### src/rtl/eth_irq_pkg.sv
package eth_irq_pkg;
   // Bit positions decoded by host software.
   localparam int P_TUF    = 5;
   localparam int P_RXDONE = 6;
   localparam int P_NOBUF  = 7;
   localparam int P_RXIDLE = 8;
   localparam int P_EEFAIL = 9;
   localparam int P_TXE    = 10;
   localparam int P_TIMER  = 11;
   localparam int P_PHY    = 12;
   localparam int P_BUSERR = 13;
   localparam int P_PAUSE  = 14;
   localparam int P_TOP    = 14;

   localparam int N_W1C = 7;
   localparam int W1C_POS [N_W1C] = '{P_PAUSE, P_BUSERR, P_TIMER, P_EEFAIL,
                                      P_NOBUF, P_RXDONE, P_TUF};
endpackage

### src/rtl/isr_w1c_bit.sv
module isr_w1c_bit (
   input  logic clk,
   input  logic rst_n,
   input  logic set_i,
   input  logic clr_i,
   output logic q_o
);
   always_ff @(posedge clk) begin
      if (!rst_n)     q_o <= 1'b0;
      else if (set_i) q_o <= 1'b1;
      else if (clr_i) q_o <= 1'b0;
   end

   assert_set_wins_R3: assert property (@(posedge clk) disable iff (!rst_n)
      set_i |=> q_o);
   assert_clear_R2: assert property (@(posedge clk) disable iff (!rst_n)
      (clr_i && !set_i) |=> !q_o);
   assert_hold_R2: assert property (@(posedge clk) disable iff (!rst_n)
      (!clr_i && !set_i) |=> $stable(q_o));
endmodule

### src/rtl/isr_txe_bit.sv
module isr_txe_bit (
   input  logic clk,
   input  logic rst_n,
   input  logic early_en_i,
   input  logic loaded_i,
   input  logic drained_i,
   output logic q_o
);
   logic arm;
   assign arm = loaded_i && early_en_i;

   always_ff @(posedge clk) begin
      if (!rst_n)         q_o <= 1'b0;
      else if (arm)       q_o <= 1'b1;
      else if (drained_i) q_o <= 1'b0;
   end

   assert_load_sets_R7: assert property (@(posedge clk) disable iff (!rst_n)
      (loaded_i && early_en_i) |=> q_o);
   assert_drain_clears_R8: assert property (@(posedge clk) disable iff (!rst_n)
      (drained_i && !(loaded_i && early_en_i)) |=> !q_o);
   assert_txe_hold_R8: assert property (@(posedge clk) disable iff (!rst_n)
      (!drained_i && !(loaded_i && early_en_i)) |=> $stable(q_o));
endmodule

### src/rtl/isr_mask_reg.sv
module isr_mask_reg #(
   parameter int                 W        = 32,
   parameter logic [W-1:0]       WR_BITS  = '0
) (
   input  logic         clk,
   input  logic         rst_n,
   input  logic         wr_i,
   input  logic [W-1:0] wdata_i,
   output logic [W-1:0] mask_o
);
   always_ff @(posedge clk) begin
      if (!rst_n)    mask_o <= '0;
      else if (wr_i) mask_o <= wdata_i & WR_BITS;
   end

   assert_mask_write_R9: assert property (@(posedge clk) disable iff (!rst_n)
      wr_i |=> (mask_o == ($past(wdata_i) & WR_BITS)));
   assert_mask_hold_R9: assert property (@(posedge clk) disable iff (!rst_n)
      !wr_i |=> $stable(mask_o));
endmodule

### src/rtl/isr_summary.sv
module isr_summary #(
   parameter int W         = 32,
   parameter bit REGISTERED = 1'b1
) (
   input  logic         clk,
   input  logic         rst_n,
   input  logic [W-1:0] stat_i,
   input  logic [W-1:0] mask_i,
   output logic         irq_o
);
   logic any_hit;
   assign any_hit = |(stat_i & mask_i);

   generate
      if (REGISTERED) begin : g_reg
         always_ff @(posedge clk) begin
            if (!rst_n) irq_o <= 1'b0;
            else        irq_o <= any_hit;
         end
         assert_irq_rise_R10: assert property (@(posedge clk) disable iff (!rst_n)
            (|(stat_i & mask_i)) |=> irq_o);
         assert_irq_quiet_R10: assert property (@(posedge clk) disable iff (!rst_n)
            !(|(stat_i & mask_i)) |=> !irq_o);
      end else begin : g_comb
         assign irq_o = any_hit;
      end
   endgenerate
endmodule

### src/rtl/eth_irq_status.sv
module eth_irq_status
   import eth_irq_pkg::*;
#(
   parameter int DATA_W      = 32,
   parameter int CODE_W      = 3,
   parameter int CODE_LSB    = 23,
   parameter bit SUMMARY_REG = 1'b1
) (
   input  logic              clk,
   input  logic              rst_n,
   input  logic              host_wr,
   input  logic              host_sel,
   input  logic [DATA_W-1:0] host_wdata,
   output logic [DATA_W-1:0] host_rdata,
   input  logic              ev_pause_rx,
   input  logic              ev_bus_err,
   input  logic [CODE_W-1:0] bus_err_code,
   input  logic              phy_irq_lvl,
   input  logic              ev_timer_exp,
   input  logic              tx_early_en,
   input  logic              ev_tx_loaded,
   input  logic              ev_tx_drained,
   input  logic              ev_eeprom_wp_fail,
   input  logic              rx_dma_idle,
   input  logic              ev_rx_no_buf,
   input  logic              ev_rx_done,
   input  logic              ev_tx_underflow,
   output logic              irq_out
);
   localparam int N_MASK = P_TOP - P_TUF + 1;
   localparam logic [DATA_W-1:0] MASK_WR =
      {{(DATA_W-N_MASK){1'b0}}, {N_MASK{1'b1}}} << P_TUF;

   generate
      if (DATA_W < P_TOP + 1)              begin : g_bad_w    $error("DATA_W too small for status bits"); end
      if (CODE_LSB <= P_TOP)               begin : g_bad_lsb  $error("error code overlaps status bits"); end
      if (CODE_LSB + CODE_W > DATA_W)      begin : g_bad_code $error("error code exceeds DATA_W"); end
   endgenerate

   logic                 stat_wr, mask_wr;
   logic [N_W1C-1:0]     w1c_set, w1c_q;
   logic                 txe_q;
   logic [CODE_W-1:0]    code_q;
   logic [DATA_W-1:0]    mask_q, stat_view;

   assign stat_wr = host_wr && !host_sel;
   assign mask_wr = host_wr &&  host_sel;

   // Order follows W1C_POS in the package.
   assign w1c_set[0] = ev_pause_rx;
   assign w1c_set[1] = ev_bus_err;
   assign w1c_set[2] = ev_timer_exp;
   assign w1c_set[3] = ev_eeprom_wp_fail;
   assign w1c_set[4] = ev_rx_no_buf;
   assign w1c_set[5] = ev_rx_done;
   assign w1c_set[6] = ev_tx_underflow;

   generate
      for (genvar gi = 0; gi < N_W1C; gi++) begin : g_w1c
         isr_w1c_bit u_bit (
            .clk   (clk),
            .rst_n (rst_n),
            .set_i (w1c_set[gi]),
            .clr_i (stat_wr && host_wdata[W1C_POS[gi]]),
            .q_o   (w1c_q[gi])
         );
      end
   endgenerate

   isr_txe_bit u_txe (
      .clk        (clk),
      .rst_n      (rst_n),
      .early_en_i (tx_early_en),
      .loaded_i   (ev_tx_loaded),
      .drained_i  (ev_tx_drained),
      .q_o        (txe_q)
   );

   // Bus error type capture.
   always_ff @(posedge clk) begin
      if (!rst_n)          code_q <= '0;
      else if (ev_bus_err) code_q <= bus_err_code;
   end

   assert_code_capture_R4: assert property (@(posedge clk) disable iff (!rst_n)
      ev_bus_err |=> (host_sel || host_rdata[CODE_LSB +: CODE_W] == $past(bus_err_code)));
   assert_code_hold_R4: assert property (@(posedge clk) disable iff (!rst_n)
      !ev_bus_err |=> $stable(code_q));

   isr_mask_reg #(.W(DATA_W), .WR_BITS(MASK_WR)) u_mask (
      .clk     (clk),
      .rst_n   (rst_n),
      .wr_i    (mask_wr),
      .wdata_i (host_wdata),
      .mask_o  (mask_q)
   );

   always_comb begin
      stat_view = '0;
      for (int i = 0; i < N_W1C; i++) stat_view[W1C_POS[i]] = w1c_q[i];
      stat_view[P_TXE]    = txe_q;
      stat_view[P_PHY]    = phy_irq_lvl;
      stat_view[P_RXIDLE] = rx_dma_idle;
      stat_view[CODE_LSB +: CODE_W] = code_q;
   end

   assign host_rdata = host_sel ? mask_q : stat_view;

   isr_summary #(.W(DATA_W), .REGISTERED(SUMMARY_REG)) u_sum (
      .clk    (clk),
      .rst_n  (rst_n),
      .stat_i (stat_view),
      .mask_i (mask_q),
      .irq_o  (irq_out)
   );
endmodule

### config.mk
export PLATFORM = sky130hd
export DESIGN_NAME = eth_irq_status
export DESIGN_NICKNAME = d
export VERILOG_FILES = /design/src/rtl/eth_irq_pkg.sv /design/src/rtl/isr_w1c_bit.sv /design/src/rtl/isr_txe_bit.sv /design/src/rtl/isr_mask_reg.sv /design/src/rtl/isr_summary.sv /design/src/rtl/eth_irq_status.sv
export SDC_FILE = /design/constraint.sdc
export NUM_CORES = 1
export LEC_CHECK = 0
export ABC_AREA = 1
export BUFFER_PORTS_ARGS = -buffer_cell sky130_fd_sc_hd__clkbuf_2
export CAP_MARGIN = 20
export CORE_MARGIN = 2
export CORE_UTILIZATION = 50
export DETAILED_ROUTE_END_ITERATION = 16
export GPL_TIMING_DRIVEN = 1
export PLACE_DENSITY = 0.93
export SLEW_MARGIN = 10
export SYNTH_ARGS = -nofsm -noshare
export SYNTH_HDL_FRONTEND = slang
export SYNTH_HIERARCHICAL = 1
export SYNTH_SLANG_ARGS = --single-unit
export TNS_END_PERCENT = 5
### constraint.sdc
create_clock -name clk -period 2 [get_ports clk]
set_input_delay 0.2 -clock clk [delete_from_list [all_inputs] [get_ports clk]]
set_output_delay 0.2 -clock clk [all_outputs]
set_load 0.05 [all_outputs]
Word level (Yosys, flattened, before mapping)

Cells that the tools add are included.

Word-level logic and storage cells: 49
Input bits: 51
Output and inout port bits: 33
Flip-flop bits (word level): 22

Bitwise gates (word level): 1
Reduce and logical (&&, ||, !) cells: 20
Multiplexer cells: 17

Operator list:

| kind              | number |
|---|---|
| $reduce_or 32->1  | 1 |
| $and 26x15->26    | 1 |
| $mux 26           | 1 |
| $mux 1            | 16 |
| $reduce_bool 2->1 | 8 |
| $logic_and 1x1->1 | 10 |
| $logic_not 1->1   | 1 |

Logic depth before layout (Yosys ltp)

Depth in word-level cells: 5
Gate-level depth with buffers: 8
Depth with buffers taken out: 6

Cells and area by module

Netlist, hierarchy kept.

By module, submodules not included:

| module         | instances | cells an instance | seq. area each (sq um) | area each (sq um) |
|---|---|---|---|---|
| isr_mask_reg   | 1         | 86                | 200.2                  | 580.6 |
| eth_irq_status | 1         | 119               | 60.1                   | 530.5 |
| isr_w1c_bit    | 7         | 6                 | 20.0                   | 43.8 |
| isr_summary    | 1         | 65                | 20.0                   | 261.5 |
| isr_txe_bit    | 1         | 6                 | 20.0                   | 43.8 |

Least setup slack after synthesis

Ideal clock, no wire load.

Path kind: input -> output
From: input host_sel
To: output host_rdata[23]
Stages on the path: 5
Path slack: 0.932 ns
Path buffers: 2
Arrival time: 0.868 ns
Required time: 1.800 ns
Path through: buf_6 > inv_4 > buf_8 > nand2_1 > nand2_1

Longest elaborated chain between the ends: 1

RTL lines:

| item        | line                  | RTL |
|---|---|---|
| from (decl) | eth_irq_status.sv:12  | `input logic host_sel,` |
| $mux 26     | eth_irq_status.sv:107 | `assign host_rdata = host_sel ? mask_q : stat_view;` |
| to (decl)   | eth_irq_status.sv:14  | `output logic [DATA_W-1:0] host_rdata,` |

Every way passes these cells.

Worst setup path in the final report

From: register u_mask.mask_o[9]
To: output host_rdata[9]

Longest elaborated chain between the ends: 1

RTL lines:

| item                   | line                  | RTL |
|---|---|---|
| from (decl)            | isr_mask_reg.sv:9     | `output logic [W-1:0] mask_o` |
| from (signal assigned) | isr_mask_reg.sv:13    | `else if (wr_i) mask_o <= wdata_i & WR_BITS;` |
| $mux 26                | eth_irq_status.sv:107 |  |

Every way passes these cells.

==> flow_summary_export.csv <==
group,metric,value,unit
worst_setup_path,crit_arrival,1.13,ns
floorplan,num_rows,21,
floorplan,boundaryPins,84,
grt,overflow,0,
clock_network,clk_latency,0.31,ns
logic_synthesis,ys_warn_count,6,
logic_synthesis,yosysSeqAreaShare,25.6,%
pwr,irDropWorstVdd,0.000430,V
finish,syn_to_final_growth,13.7,%
floorplan,fp.coreArea,0.00331,mm²
clock_network,cts.clk_slew.worst_paths,0.13,ns
clock_network,cts_sinks,22,
finish,multi_input_area,945,µm²
worst_setup_path,crit_type,"register to output port",
grt,antenna_found_initial,0,
timing,worst_pin_slew,0.564,ns
placement,place_congestion,0.686,
logic_synthesis,synth_cell_types,13,
finish,final_util,59.2,%
floorplan,die_area,0.00393,mm²
logic_synthesis,yosys-top-cells-area,"nand2_1 32%, dfxtp_1 26%, inv_1 14%",
route,post-route-drc-count,0,
route,drt_wl_total,3.23,mm
route,wire_per_inst,7.70,µm
logic_synthesis,synth-seq-cells,22,
finish,antenna_cells,0,
placement,placed_cells,416,
pwr,power.density,625,mW/mm²
route,avgViaCountPerCell,3.99,
route,drtAntennaViolNets,0,
timing,maxSlewHeadroom,62.4,%
route,firstDrtPassIters,4,
worst_setup_path,cp_num_buf_inv,1,
clock_network,htreeDepth,1,
timing,rsz0062_at_grt,"false",
worst_setup_path,crit_path_top_delay_cell,"dfxtp_1",
clock_network,cts_hold_buf,0,
finish,nFillCells,376,
clock_network,clockBufferDepth,2,
grt,grt_pass1_wl,5.91,mm
finish,seqCellArea,440,µm²
clock_network,cts_root_buffer,"clkbuf_4",
route,dr.first_iter.drc_count,50,
clock_network,cts-resized-gates,0,
worst_setup_path,cp_common_cell,"nand2_1",
floorplan,initial_core_util,52.0,%
worst_setup_path,cp_max_fo,3,
timing,skew,0.00135,ns
timing,setup_tns,0,ns
worst_setup_path,cp_cell_sequence,"nand2_1 > nand2_1 > clkbuf_2",
timing,fmax,754,MHz
worst_hold_path,hold_class,"input pin to register",
clock_network,cts_buffers,3,
finish,layout.cells.non_filler,420,
grt,grt.total_usage,18.2,%
pwr,p_leak,1.42,nW
pwr,power,1.23,mW
finish,final_nets,426,
placement,io_buffers,42,
floorplan,die_y,62.7,µm
finish,layout-drive-gt1-share,15.2,%
worst_setup_path,required,1.80,ns
grt,grt_max_degree,23,
logic_synthesis,synth_area_leader_cell,"nand2_1",
logic_synthesis,netlist_area,0.00172,mm²
logic_synthesis,synth_top_area_share,31.8,%
timing,fin_crit_sh,66.3,%
clock_network,cts_tree,"done",
timing,period_minus_slack,1.33,ns
timing,setup_viol,0,
run,max_cap_violations,0,
outcome,status,"finished, final reports clean",
clock_network,postCtsSetupRepairBufs,0,
timing,hold_violations,0,
worst_setup_path,start_kind,"register",
route,vias,1675,
timing,drv_slew,0,
grt,grt_pass1_vias,1466,
placement,hpwl,2.54,mm
logic_synthesis,syn_inst,318,
worst_setup_path,cp_top_family,"flip-flops",
floorplan,die_w,62.7,µm
worst_setup_path,rrSetupSlack,1.08,ns
worst_setup_path,worstSetupEndpointType,"output port",
worst_setup_path,slowest_delay,0.38,ns
logic_synthesis,synth_area_per_cell,5.42,µm²
[flip-flops by register name (all words and copies together), names as in the netlist]
name / flops
u_sum/irq_o: 1
u_txe/q_o: 1
g_w1c.u_bit/q_o: 7
u_mask/mask_o: 10
code_q: 3
[synthesized netlist by cell type (all sizes together)]
cell and count:
inv 65, dfxtp 22, nor2 43, buf 30, a21oi 9, nand2 147, conb 2
[cell type report]
class                      instances  share of cell area, %
sequential                        22                   22.5
multi-input combinational        240                   48.2
timing repair buffer              43                   11.1
tap                               46                   2.94
inverter                          65                   12.6
clock inverter                     1                   1.53
clock buffer                       3                   1.15
[per-stage QoR]
stage                     setup WS, ns  hold slack, ns  cell area, µm²
after floorplan                  0.932           0.309            1870
after global placement           0.621           0.429            1910
after detailed placement         0.606           0.435            1910
after CTS                        0.669          0.0904            1960
after global routing             0.567          0.0813            1960
final                            0.674          0.0923            1960
[worst min-delay path, cell delays in order]
cell,delay [ns]
clkbuf_2,0.08
inv_1,0.05
a21oi_2,0.05
[where the power goes]
group          switching (mW)  leakage [nW]  internal (mW)
logic                   0.293          1.21         0.0981
clock network           0.142        0.0279          0.203
registers              0.0219         0.183          0.468
total                   0.456          1.42          0.769
[cell usage in the layout (no fill, tap or decap)]
cell	n
a21oi_2	8
inv_4	1
nand2_1	146
nand2_2	1
conb_1	41
a21oi_1	1
nor2_1	43
bufinv_16	1
dfxtp_1	22
buf_4	1
clkbuf_2	42
inv_1	64
clkbuf_4	3
[kinds of logic (layout without fill, tap and decap cells)]
| family | count (synthesis) | after routing | synth area share (%) |
|---|---|---|---|
| buf+inv | 95 | 112 | 28.1 |
| flops | 22 | 22 | 25.6 |
| other cells | 2 | 41 | 0.436 |
| simple gates | 190 | 190 | 41.5 |
| compound gates | 9 | 9 | 4.36 |
[per-layer routing]
layer | global-route usage [%] | share of wire, % | vias up
li1 | - | - | 947
met1 | 21.0 | 44 | 671
met2 | 34.1 | 49 | 52
met3 | 3.06 | 5.6 | 5
met4 | 5.28 | 1.2 | 0
met5 | 0 | 0 | -
[worst paths after layout]
check,end,cells after the start,startpoint
min,g_w1c[2].u_bit/q_o$_SDFFE_PN0P_,3,ev_timer_exp
max,host_rdata[9],3,u_mask/mask_o[9]$_SDFFE_PN0P_
max reg2reg,u_sum/irq_o$_SDFF_PN0_,6,g_w1c[2].u_bit/q_o$_SDFFE_PN0P_
min reg2reg,u_mask/mask_o[14]$_SDFFE_PN0P_,2,u_mask/mask_o[14]$_SDFFE_PN0P_
(Power assumes the default switching activity.)
